## config.mk

```make
export PLATFORM = sky130hd
export DESIGN_NAME = pgw_walker
export DESIGN_NICKNAME = d
export VERILOG_FILES = /design/src/rtl/pgw_pkg.sv /design/src/rtl/pgw_addr_gen.sv /design/src/rtl/pgw_entry_check.sv /design/src/rtl/pgw_ctrl.sv /design/src/rtl/pgw_walker.sv
export SDC_FILE = /design/constraint.sdc
export NUM_CORES = 1
export LEC_CHECK = 0
export BUFFER_PORTS_ARGS = -buffer_cell sky130_fd_sc_hd__buf_2
export CAP_MARGIN = 10
export CORE_ASPECT_RATIO = 2
export CORE_MARGIN = 5
export CORE_UTILIZATION = 54
export CTS_CLUSTER_SIZE = 14
export DETAILED_ROUTE_END_ITERATION = 7
export HOLD_SLACK_MARGIN = 0.02
export PLACE_DENSITY = 0.95
export SETUP_SLACK_MARGIN = 0.4
export SLEW_MARGIN = 40
export SYNTH_ARGS = -nofsm -noshare
export SYNTH_HDL_FRONTEND = slang
export SYNTH_SLANG_ARGS = --single-unit
```

## constraint.sdc

```tcl
create_clock -name clk -period 2.9 [get_ports clk]
set_clock_uncertainty 0.15 [all_clocks]
set_input_delay 0.58 -clock clk [delete_from_list [all_inputs] [get_ports clk]]
set_output_delay 0.58 -clock clk [all_outputs]
set_load 0.01 [all_outputs]
```

## src/rtl/pgw_pkg.sv

```systemverilog
package pgw_pkg;

   typedef enum logic [1:0] {
      FLT_NONE  = 2'd0,
      FLT_OUTER = 2'd1,
      FLT_INNER = 2'd2,
      FLT_PROT  = 2'd3
   } pgw_fault_e;

   typedef enum logic [2:0] {
      ST_IDLE,
      ST_RD_OUTER,
      ST_RD_INNER,
      ST_DONE,
      ST_FAULT
   } pgw_state_e;

endpackage

```

## src/rtl/pgw_addr_gen.sv

```systemverilog
module pgw_addr_gen #(
   parameter int PA_W   = 32,
   parameter int BASE_W = 20,
   parameter int IDX_W  = 10,
   parameter int ENT_W  = 32
) (
   input  logic [BASE_W-1:0] base,
   input  logic [IDX_W-1:0]  idx,
   output logic [PA_W-1:0]   addr
);
   localparam int OFF_W  = PA_W - BASE_W;
   localparam int ENT_SH = $clog2(ENT_W / 8);
   localparam int PAD_W  = OFF_W - IDX_W - ENT_SH;

   if (ENT_W % 8 != 0) begin : g_bad_ent
      $error("pgw_addr_gen: ENT_W must be a whole number of bytes");
   end

   if (PAD_W > 0) begin : g_pad
      assign addr = {base, {PAD_W{1'b0}}, idx, {ENT_SH{1'b0}}};
   end else if (PAD_W == 0 && ENT_SH > 0) begin : g_exact
      assign addr = {base, idx, {ENT_SH{1'b0}}};
   end else if (PAD_W == 0) begin : g_exact_byte
      assign addr = {base, idx};
   end else begin : g_add
      logic [PA_W-1:0] base_ext;
      logic [PA_W-1:0] idx_ext;
      assign base_ext = {base, {OFF_W{1'b0}}};
      assign idx_ext  = PA_W'(idx) << ENT_SH;
      assign addr     = base_ext + idx_ext;
   end

endmodule

```

## src/rtl/pgw_entry_check.sv

```systemverilog
module pgw_entry_check
   import pgw_pkg::*;
#(
   parameter int ENT_W     = 32,
   parameter int FRAME_W   = 20,
   parameter int VALID_BIT = 0,
   parameter int WRITE_BIT = 1
) (
   input  logic [ENT_W-1:0]   entry,
   input  logic               inner_lvl,
   input  logic               wr_req,
   output logic [FRAME_W-1:0] frame,
   output pgw_fault_e         fault
);
   if (VALID_BIT >= ENT_W - FRAME_W || WRITE_BIT >= ENT_W - FRAME_W
       || VALID_BIT == WRITE_BIT) begin : g_bad_bits
      $error("pgw_entry_check: attribute bits must be distinct and below the frame field");
   end

   logic ent_valid;
   logic ent_wr;

   assign frame     = entry[ENT_W-1 -: FRAME_W];
   assign ent_valid = entry[VALID_BIT];
   assign ent_wr    = entry[WRITE_BIT];

   always_comb begin
      if (!ent_valid)
         fault = inner_lvl ? FLT_INNER : FLT_OUTER;
      else if (inner_lvl && wr_req && !ent_wr)
         fault = FLT_PROT;
      else
         fault = FLT_NONE;
   end

   always_comb begin
      a_prot_needs_write_r7 : assert (fault != FLT_PROT || (wr_req && inner_lvl));
   end

endmodule

```

## src/rtl/pgw_ctrl.sv

```systemverilog
module pgw_ctrl
   import pgw_pkg::*;
(
   input  logic       clk,
   input  logic       rst_n,
   input  logic       start,
   input  logic       mem_ack,
   input  pgw_fault_e fault,
   output pgw_state_e state
);
   pgw_state_e state_nx;

   always_comb begin
      state_nx = state;
      unique case (state)
         ST_IDLE:     if (start) state_nx = ST_RD_OUTER;
         ST_RD_OUTER: if (mem_ack) state_nx = (fault != FLT_NONE) ? ST_FAULT : ST_RD_INNER;
         ST_RD_INNER: if (mem_ack) state_nx = (fault != FLT_NONE) ? ST_FAULT : ST_DONE;
         ST_DONE:     state_nx = ST_IDLE;
         ST_FAULT:    state_nx = ST_IDLE;
         default:     state_nx = ST_IDLE;
      endcase
   end

   always_ff @(posedge clk or negedge rst_n) begin
      if (!rst_n) state <= ST_IDLE;
      else        state <= state_nx;
   end

   p_outer_stop_r5 : assert property (@(posedge clk) disable iff (!rst_n)
      (state == ST_RD_OUTER && mem_ack && fault == FLT_OUTER) |=> (state == ST_FAULT));

   p_wait_hold_r8 : assert property (@(posedge clk) disable iff (!rst_n)
      (state == ST_RD_INNER && !mem_ack) |=> (state == ST_RD_INNER));

endmodule

```

## src/rtl/pgw_walker.sv

```systemverilog
module pgw_walker
   import pgw_pkg::*;
#(
   parameter int VA_W      = 32,
   parameter int OUTER_W   = 10,
   parameter int INNER_W   = 10,
   parameter int ENT_W     = 32,
   parameter int FRAME_W   = 20,
   parameter int VALID_BIT = 0,
   parameter int WRITE_BIT = 1
) (
   input  logic               clk,
   input  logic               rst_n,
   input  logic               req_valid,
   input  logic [VA_W-1:0]    req_vaddr,
   input  logic               req_write,
   input  logic [FRAME_W-1:0] dir_base,
   output logic               req_ready,
   output logic               mem_req,
   output logic [FRAME_W+VA_W-OUTER_W-INNER_W-1:0] mem_addr,
   input  logic               mem_ack,
   input  logic [ENT_W-1:0]   mem_rdata,
   output logic               done_valid,
   output logic [1:0]         done_code,
   output logic [FRAME_W+VA_W-OUTER_W-INNER_W-1:0] done_paddr
);
   localparam int OFF_W = VA_W - OUTER_W - INNER_W;
   localparam int PA_W  = FRAME_W + OFF_W;

   if (OFF_W <= 0) begin : g_bad_split
      $error("pgw_walker: index fields leave no page offset");
   end
   if (ENT_W < FRAME_W + 2) begin : g_bad_entry
      $error("pgw_walker: entry too narrow for frame plus attributes");
   end

   pgw_state_e state;
   pgw_fault_e fault;
   logic [FRAME_W-1:0] frame;
   logic               start;

   logic [VA_W-1:0]    va_q;
   logic               wr_q;
   logic [FRAME_W-1:0] dir_q;
   logic [FRAME_W-1:0] tbl_q;
   logic [FRAME_W-1:0] frame_q;
   pgw_fault_e         code_q;

   logic [FRAME_W-1:0] sel_base;
   logic [OUTER_W-1:0] idx_outer;
   logic [INNER_W-1:0] idx_inner;
   logic [OFF_W-1:0]   page_off;
   logic [PA_W-1:0]    addr_outer;
   logic [PA_W-1:0]    addr_inner;
   logic               inner_lvl;

   assign start     = (state == ST_IDLE) && req_valid;
   assign inner_lvl = (state == ST_RD_INNER);
   assign idx_outer = va_q[VA_W-1 -: OUTER_W];
   assign idx_inner = va_q[OFF_W +: INNER_W];
   assign page_off  = va_q[OFF_W-1:0];
   assign sel_base  = tbl_q;

   pgw_ctrl u_ctrl (
      .clk     (clk),
      .rst_n   (rst_n),
      .start   (start),
      .mem_ack (mem_ack),
      .fault   (fault),
      .state   (state)
   );

   pgw_addr_gen #(
      .PA_W   (PA_W),
      .BASE_W (FRAME_W),
      .IDX_W  (OUTER_W),
      .ENT_W  (ENT_W)
   ) u_addr_outer (
      .base (dir_q),
      .idx  (idx_outer),
      .addr (addr_outer)
   );

   pgw_addr_gen #(
      .PA_W   (PA_W),
      .BASE_W (FRAME_W),
      .IDX_W  (INNER_W),
      .ENT_W  (ENT_W)
   ) u_addr_inner (
      .base (sel_base),
      .idx  (idx_inner),
      .addr (addr_inner)
   );

   pgw_entry_check #(
      .ENT_W     (ENT_W),
      .FRAME_W   (FRAME_W),
      .VALID_BIT (VALID_BIT),
      .WRITE_BIT (WRITE_BIT)
   ) u_check (
      .entry     (mem_rdata),
      .inner_lvl (inner_lvl),
      .wr_req    (wr_q),
      .frame     (frame),
      .fault     (fault)
   );

   always_ff @(posedge clk or negedge rst_n) begin
      if (!rst_n) begin
         va_q    <= '0;
         wr_q    <= 1'b0;
         dir_q   <= '0;
         tbl_q   <= '0;
         frame_q <= '0;
         code_q  <= FLT_NONE;
      end else begin
         if (start) begin
            va_q   <= req_vaddr;
            wr_q   <= req_write;
            dir_q  <= dir_base;
            code_q <= FLT_NONE;
         end
         if (mem_ack && (state == ST_RD_OUTER || state == ST_RD_INNER)) begin
            if (fault != FLT_NONE)
               code_q <= fault;
            else if (state == ST_RD_OUTER)
               tbl_q <= frame;
            else
               frame_q <= frame;
         end
      end
   end

   assign req_ready  = (state == ST_IDLE);
   assign mem_req    = (state == ST_RD_OUTER) || (state == ST_RD_INNER);
   assign mem_addr   = inner_lvl ? addr_inner : addr_outer;
   assign done_valid = (state == ST_DONE) || (state == ST_FAULT);
   assign done_code  = code_q;
   assign done_paddr = (state == ST_DONE) ? {frame_q, page_off} : '0;

   p_reset_idle_r1 : assert property (@(posedge clk) disable iff (!rst_n)
      mem_req |-> !req_ready);

   p_req_hold_r8 : assert property (@(posedge clk) disable iff (!rst_n)
      (mem_req && !mem_ack) |=> (mem_req && $stable(mem_addr)));

   p_entry_align_r2 : assert property (@(posedge clk) disable iff (!rst_n)
      mem_req |-> (mem_addr[1:0] == 2'b00));

   p_done_pulse_r9 : assert property (@(posedge clk) disable iff (!rst_n)
      done_valid |=> (!done_valid && req_ready));

   p_fault_zero_r10 : assert property (@(posedge clk) disable iff (!rst_n)
      (done_valid && done_code != 2'd0) |-> (done_paddr == '0));

   p_done_after_read_r4 : assert property (@(posedge clk) disable iff (!rst_n)
      $rose(done_valid) |-> $past(mem_req && mem_ack));

endmodule

```

==> results of run 1 <==
## routing by layer
metal | global-route usage | wire length [um]
met2 | 0.387 | 6650
met4 | 0.105 | 299
met1 | 0.238 | 3940
met5 | 0 | 0
met3 | 0.0457 | 486
## state kept, by name (all words and copies together), names as in the netlist
| register | count |
|---|---|
| dir_q | 20 |
| frame_q | 20 |
| done_code | 2 |
| sel_base | 20 |
| u_ctrl.state | 3 |
| va_q | 32 |
| wr_q | 1 |
## through the flow
stage           util  power [uW]
2_1_floorplan      -        3840
3_3_place_gp   0.649        4420
3_5_place_dp   0.649        4590
4_1_cts        0.711        6220
5_1_grt        0.752        7030
6_report       0.752        6690
## cells in the mapped netlist
| library cell | number |
|---|---|
| and3b_1 | 1 |
| a21o_1 | 1 |
| nor4bb_1 | 2 |
| a2bb2oi_1 | 1 |
| conb_1 | 1 |
| inv_1 | 5 |
| or2b_1 | 1 |
| o2111ai_1 | 1 |
| a31oi_1 | 1 |
| nor3_1 | 1 |
| buf_4 | 9 |
| and3_1 | 1 |
| a21oi_1 | 2 |
| clkbuf_1 | 6 |
| o21a_1 | 2 |
| nor4b_1 | 2 |
| buf_6 | 2 |
| nor2_1 | 1 |
| o32ai_1 | 1 |
| nand2_1 | 2 |
| mux2_4 | 20 |
| buf_2 | 4 |
| and2b_1 | 1 |
| mux2_2 | 103 |
| nand2b_1 | 4 |
| dfrtp_1 | 98 |
| or4b_4 | 1 |
| xor2_1 | 1 |
| and2_1 | 33 |
| nor3b_2 | 1 |
## cell type report
cell class                      count  area (um^2)
Antenna cell                        1         2.50
Clock buffer                        9          225
Clock inverter                      7          165
Fill cell                         517         2030
Inverter                            5         18.8
Multi-Input combinational cell    186         1990
Sequential cell                    98         2460
Tap cell                           98          123
Timing Repair Buffer              164         1160
## repair_timing
action                                  in CTS  in global routing
buffers inserted                             7                  1
endpoints found under the setup margin      56                 32
hold endpoints to repair                     0                  0
resized for setup                           11                 54
pin swaps                                    2                  1
gates cloned                                 1                  3
## power groups by stage
stage               Combinational [uW]  Clock (uW)  Sequential, uW
floorplan                         1580           0            2260
global placement                  2060           0            2350
detailed placement                2160           0            2430
CTS                               2290        1550            2380
global route                      2940        1610            2480
finish                            2770        1530            2390
## cell families (layout without fill, tap and decap cells)
kind of cell,after synthesis,after routing,share of synthesized area
other cells,1,3,0.000836
xor+xnor,1,1,0.00195
flops,98,98,0.547
mux,123,123,0.326
compound gates,9,9,0.0145
simple gates,51,51,0.0762
buf+inv,26,185,0.0338
## path summary, 6_finish.rpt
check	startpoint	end	slack, ns	depth (start not counted)
setup / recovery	u_ctrl.state[2]$_DFFE_PN0P_	mem_addr[27]	0.38	5
hold / removal	rst_n	va_q[20]$_DFFE_PN0P_	0.10	1
setup reg to reg	u_ctrl.state[1]$_DFFE_PN0P_	dir_q[8]$_DFFE_PN0P_	0.82	5
hold reg to reg	frame_q[4]$_DFFE_PN0P_	frame_q[4]$_DFFE_PN0P_	0.35	1
max in group asynchronous	rst_n	sel_base[17]$_DFFE_PN0P_	1.79	2
min in group clk	dir_base[10]	dir_q[10]$_DFFE_PN0P_	0.32	2
==> out/results.txt, run 1 <==
Largest stage delay on the critical path -> 0.44 ns
Fmax -> 0.396 GHz
Slowest CP cell -> dfrtp_2
Clock latency at the later pin of the worst-skew pair -> 0.34 ns
Die span in y -> 139 um
Largest net degree at the start of global routing -> 56
Cell count after synthesis -> 309
Site row count -> 47
RSZ-0062 raised after global routing -> true
Port Buffers -> 145
IO Count -> 158
Hold WC Path Type -> input pin to async pin
Ys Warns -> 0
Status -> completed
Die X -> 74.4 um
Fin crit period -> 2.52 ns
Routed vias -> 3,092
GRT Util Overall -> 0.219
Psw -> 1900 uW
Post-synth top area share -> 0.547
Delay-heaviest family, CP -> buffers and inverters
Fin Setup TNS -> 0 ns
Drt wl/cell -> 20.0 um
Final Cell Area -> 0.00615 mm^2
Initial antenna violation count -> 1
Dominant cell type by area after synthesis -> dfrtp_1
Slew HR -> 0.576
Grt ovf -> 0
RD Place Congestion -> 0.846
Fin. max-slew vios -> 0
Iter 0 DRT Violations -> 116
Switching share of power -> 0.284
CTS clock-pin slew for the worst setup and hold paths -> 0.07 ns
Proportion of layout cells with a drive suffix above 1 -> 0.661
Most frequent cells in the layout -> buf_2, dfrtp_1, mux2_2, mux2_4, and2_1
Worst slew pin tran -> 0.636 ns
Kind of critical path -> register to primary output
CTS tree -> done
Detail Route Antenna Nets -> 0
Layout net count -> 553
CTS root buffer -> clkbuf_16
Comb pwr share -> 0.414
Hold Fails Final Rpt -> 0
Clock Power Share -> 0.229
Cell area after synthesis -> 0.00448 mm^2
Worst vdd ir -> 0.669 mV
Placed wire-length estimate -> 7.75 mm
Internal power -> 4790 uW
Worst Path Arrival -> 1.79 ns
Fin crit share -> 0.870
Hold_ws -> 0.104 ns
Number of global-route vias before repair -> 3,425
PwrDens -> 1090 mW/mm^2
Max-cap violations -> 0
Distinct cells, synth -> 30
Critical path cell sequence -> nor3b_4 -> buf_4 -> buf_16 -> mux2_2 -> buf_2
First-pass GRT wire length -> 17.2 mm
Sequential-to-total area share from yosys stat -> 0.547
Most common cell after layout, fill and taps aside -> buf_2
Hold buffers post-CTS -> 0
Vias per cell -> 5.44
Die area -> 0.0103 mm^2
Placed inst area -> 0.00531 mm^2
CP required -> 2.17 ns
Pre-CTS WS -> 0.525 ns
Worst Path Buf+Inv -> 3
Syn avg cell area -> 14.5 um^2
CTS buffer count -> 9
Fin cells -> 568
Cell count after placement -> 539
Layout area overhead -> 37.1%
Crit Path Max Fanout -> 8
Final worst slack -> 0.377 ns
First-pass DRT Iterations -> 4
Crit end category -> primary output
Core Footprint -> 0.00817 mm^2
Seq pwr share -> 0.358
DRC -> 0
Final setup violating endpoints -> 0
Startpoint types -> register
Longest Clk Path Bufs -> 2
H-tree Lvls -> 3
Area contributors post-synth -> dfrtp_1, mux2_2, mux2_4
Static leakage -> 0.00307 uW
Sink Count -> 98
Register bit total from synthesis -> 98
Starting Density -> 0.548
DRT Wirelength -> 11.4 mm
Power figures use the tool's default switching activity.
==> run 2, diff against run 1 <==
--- a/config.mk
+++ b/config.mk
@@ -7,15 +7,16 @@
 export LEC_CHECK = 0
 export BUFFER_PORTS_ARGS = -buffer_cell sky130_fd_sc_hd__buf_2
 export CAP_MARGIN = 10
-export CORE_ASPECT_RATIO = 2
 export CORE_MARGIN = 5
-export CORE_UTILIZATION = 54
+export CORE_UTILIZATION = 56
 export CTS_CLUSTER_SIZE = 14
 export DETAILED_ROUTE_END_ITERATION = 7
 export HOLD_SLACK_MARGIN = 0.02
 export PLACE_DENSITY = 0.95
+export RECOVER_POWER = 50
 export SETUP_SLACK_MARGIN = 0.4
 export SLEW_MARGIN = 40
 export SYNTH_ARGS = -nofsm -noshare
 export SYNTH_HDL_FRONTEND = slang
+export SYNTH_HIERARCHICAL = 1
 export SYNTH_SLANG_ARGS = --single-unit
==> run 2 against run 1 <==
Against the previous run: final cell count up 2.6%; fmax is 1.2% lower; routed wire length fell by 5.3%; power is 2.4% lower; global-route usage shrank 2.8 points; worst setup slack worse by 0.030 ns; core utilization shrank 9.9 points; largest cell class unchanged; highest routed layer unchanged.
==> out/results.txt, run 2 <==
Status -> completed
Die span in y -> 106 um
CTS tree -> done
Fin. max-slew vios -> 0
Longest Clk Path Bufs -> 2
Post-synth top area share -> 0.477
CP required -> 2.99 ns
Met1 Track Usage GR -> 0.219
Kind of critical path -> register to register
First-pass DRT Iterations -> 4
Die X -> 106 um
Detail Route Antenna Nets -> 0
Adder-cell share of the synthesized area -> 0
PwrDens -> 1100 mW/mm^2
Number of global-route vias before repair -> 3,324
Static leakage -> 0.00294 uW
DRT Wirelength -> 10.8 mm
EDFF count, synth -> 0
Proportion of layout cells with a drive suffix above 1 -> 0.642
Crit Path Max Fanout -> 32
Compound-Gate Fraction of Synth Area -> 0.0124
Max-cap violations -> 0
Cell count after placement -> 559
GR Layer Usage met3 -> 0.0484
Largest net degree at the start of global routing -> 51
Synth Flop Type -> dfrtp_1
Largest family of logic cells by synthesized area -> multiplexers
Fillers -> 680
Hold_ws -> 0.282 ns
H-tree Lvls -> 3
Most common cell after layout, fill and taps aside -> buf_2
Crit end category -> register
Cell count after synthesis -> 392
Final Cell Area -> 0.00595 mm^2
Sink Count -> 98
Vias per cell -> 5.21
Ys Warns -> 6
Max reg flops -> 32
Final setup violating endpoints -> 0
Commonest cells in the netlist -> mux2_2, dfrtp_1, buf_4
GRT Util Overall -> 0.191
First-pass GRT wire length -> 16.8 mm
Routed vias -> 3,036
Site row count -> 35
CTS root buffer -> clkbuf_8
Drt wl/cell -> 18.5 um
Fin cells -> 583
Starting Density -> 0.564
IO Count -> 158
Critical path cell sequence -> clkbuf_1 -> nor3_1 -> nand2_1 -> inv_2 -> buf_12 -> mux2_2
Placed inst area -> 0.00536 mm^2
Core Footprint -> 0.00911 mm^2
Distinct cells, synth -> 33
Fin crit period -> 2.55 ns
Area contributors post-synth -> dfrtp_1, mux2_2, buf_4
Layout area overhead -> 15.9%
Cell area after synthesis -> 0.00514 mm^2
Most frequent cells in the layout -> buf_2, dfrtp_1, mux2_2, mux2_4, and2_1
Initial antenna violation count -> 0
CTS clock-pin slew for the worst setup and hold paths -> 0.09 ns
Register bit total from synthesis -> 98
RD Place Congestion -> 0.739
Slew HR -> 0.177
Asr flop ratio synth -> 1.00
Antenna Cells -> 0
Simple-Gate Fraction of Synth Area -> 0.0655
Startpoint types -> register
Most frequent cell after synthesis -> mux2_2
Fin crit share -> 0.880
Worst slew pin tran -> 1.23 ns
Placed wire-length estimate -> 7.32 mm
Worst Path Arrival -> 2.64 ns
CTS buffer count -> 9
Grt ovf -> 0
Dominant cell type by area after synthesis -> dfrtp_1
Global routing usage on met2 -> 0.339
Fin Setup TNS -> 0 ns
Layout net count -> 557
Largest Register -> va_q
Largest stage delay on the critical path -> 0.54 ns
Fmax -> 0.392 GHz
Die area -> 0.0112 mm^2
Clock latency at the later pin of the worst-skew pair -> 0.35 ns
Most crowded layer after global routing -> met2
RSZ-0062 raised after global routing -> true
Syn avg cell area -> 13.1 um^2
Port Buffers -> 145
Worst vdd ir -> 0.505 mV
Mux cell area share after synthesis -> 0.289
Hold WC Path Type -> input pin to register
DRC -> 0
Hold buffers post-CTS -> 0
Sequential-to-total area share from yosys stat -> 0.477
Iter 0 DRT Violations -> 137
Slowest CP cell -> inv_2
XOR/XNOR Fraction of Synth Area -> 0.00341
Hold Fails Final Rpt -> 0
run 2: cell count changes after synthesis, moves of 3 or more:
cell | before | now
mux2_1 | 0 | 6
buf_4 | 9 | 86
inv_1 | 5 | 2
nand2b_1 | 4 | 1
nand3_1 | 0 | 3
clkbuf_1 | 6 | 3
buf_8 | 0 | 5
nor2_1 | 1 | 6
mux2_2 | 103 | 99
run 2: timing repair:
action	CTS	global route
setup endpoints to repair	30	30
pin swaps	1	1
resized for setup	27	30
buffers inserted	6	0
hold endpoints to repair	0	0
cloned	2	1
run 2: cells by family after synthesis:
kind of cell,count (synthesis)
muxes,125
buffers and inverters,103
DFF,98
and+or+nand+nor,53
AOI/OAI and AO/OA,9
xor gates and xnor gates,2
other,2
run 2: worst max-delay path, delay by kind of cell, from the launching register on:
family	cells	cell delay [ns]
buf+inv	3	1.06
mux	1	0.36
simple gates	2	0.42
flops	1	0.44
run 2: area by class of cell:
| cell class | instances | area (um^2) | share of cell area |
|---|---|---|---|
| Inverter | 3 | 11.3 | 0.00189 |
| Timing Repair Buffer | 163 | 1130 | 0.190 |
| Clock inverter | 5 | 86.3 | 0.0145 |
| Clock buffer | 10 | 128 | 0.0214 |
| Tap cell | 111 | 139 | 0.0233 |
| Multi-Input combinational cell | 193 | 2000 | 0.336 |
| Sequential cell | 98 | 2460 | 0.413 |
run 2: worst paths after layout:
path	startpoint	to	slack, ns	cells past startpoint
max	u_ctrl/state[2]$_DFFE_PN0P_	dir_q[10]$_DFFE_PN0P_	0.35	6
min	dir_base[17]	dir_q[17]$_DFFE_PN0P_	0.28	2
max reg2reg	u_ctrl/state[2]$_DFFE_PN0P_	dir_q[10]$_DFFE_PN0P_	0.35	6
min reg2reg	dir_q[17]$_DFFE_PN0P_	dir_q[17]$_DFFE_PN0P_	0.35	1
max in group asynchronous	rst_n	u_ctrl/state[2]$_DFFE_PN0P_	1.42	2
min in group asynchronous	rst_n	va_q[4]$_DFFE_PN0P_	0.31	1
run 2: through the flow:
step | setup WS, ns | total power (uW) | util
floorplan | 0.555 | 4770 | -
global placement | 0.549 | 4780 | 0.589
detailed placement | 0.470 | 4960 | 0.589
global route | 0.209 | 6910 | 0.653
finish | 0.347 | 6530 | 0.653
CTS | 0.329 | 6260 | 0.635
run 2: metal layers:
layer | wire (um) | vias to the layer above | share of wire
met5 | 0 | - | 0
met4 | 301 | 0 | 0.028
met3 | 593 | 23 | 0.055
met2 | 5700 | 107 | 0.53
met1 | 4170 | 1510 | 0.39
li1 | - | 1396 | -
run 2: power breakdown:
group,switching (uW),total [uW],internal (uW),leakage [uW]
clock network,472,962,490,0.000107
registers,369,2430,2060,0.00118
logic,1210,3140,1930,0.00166
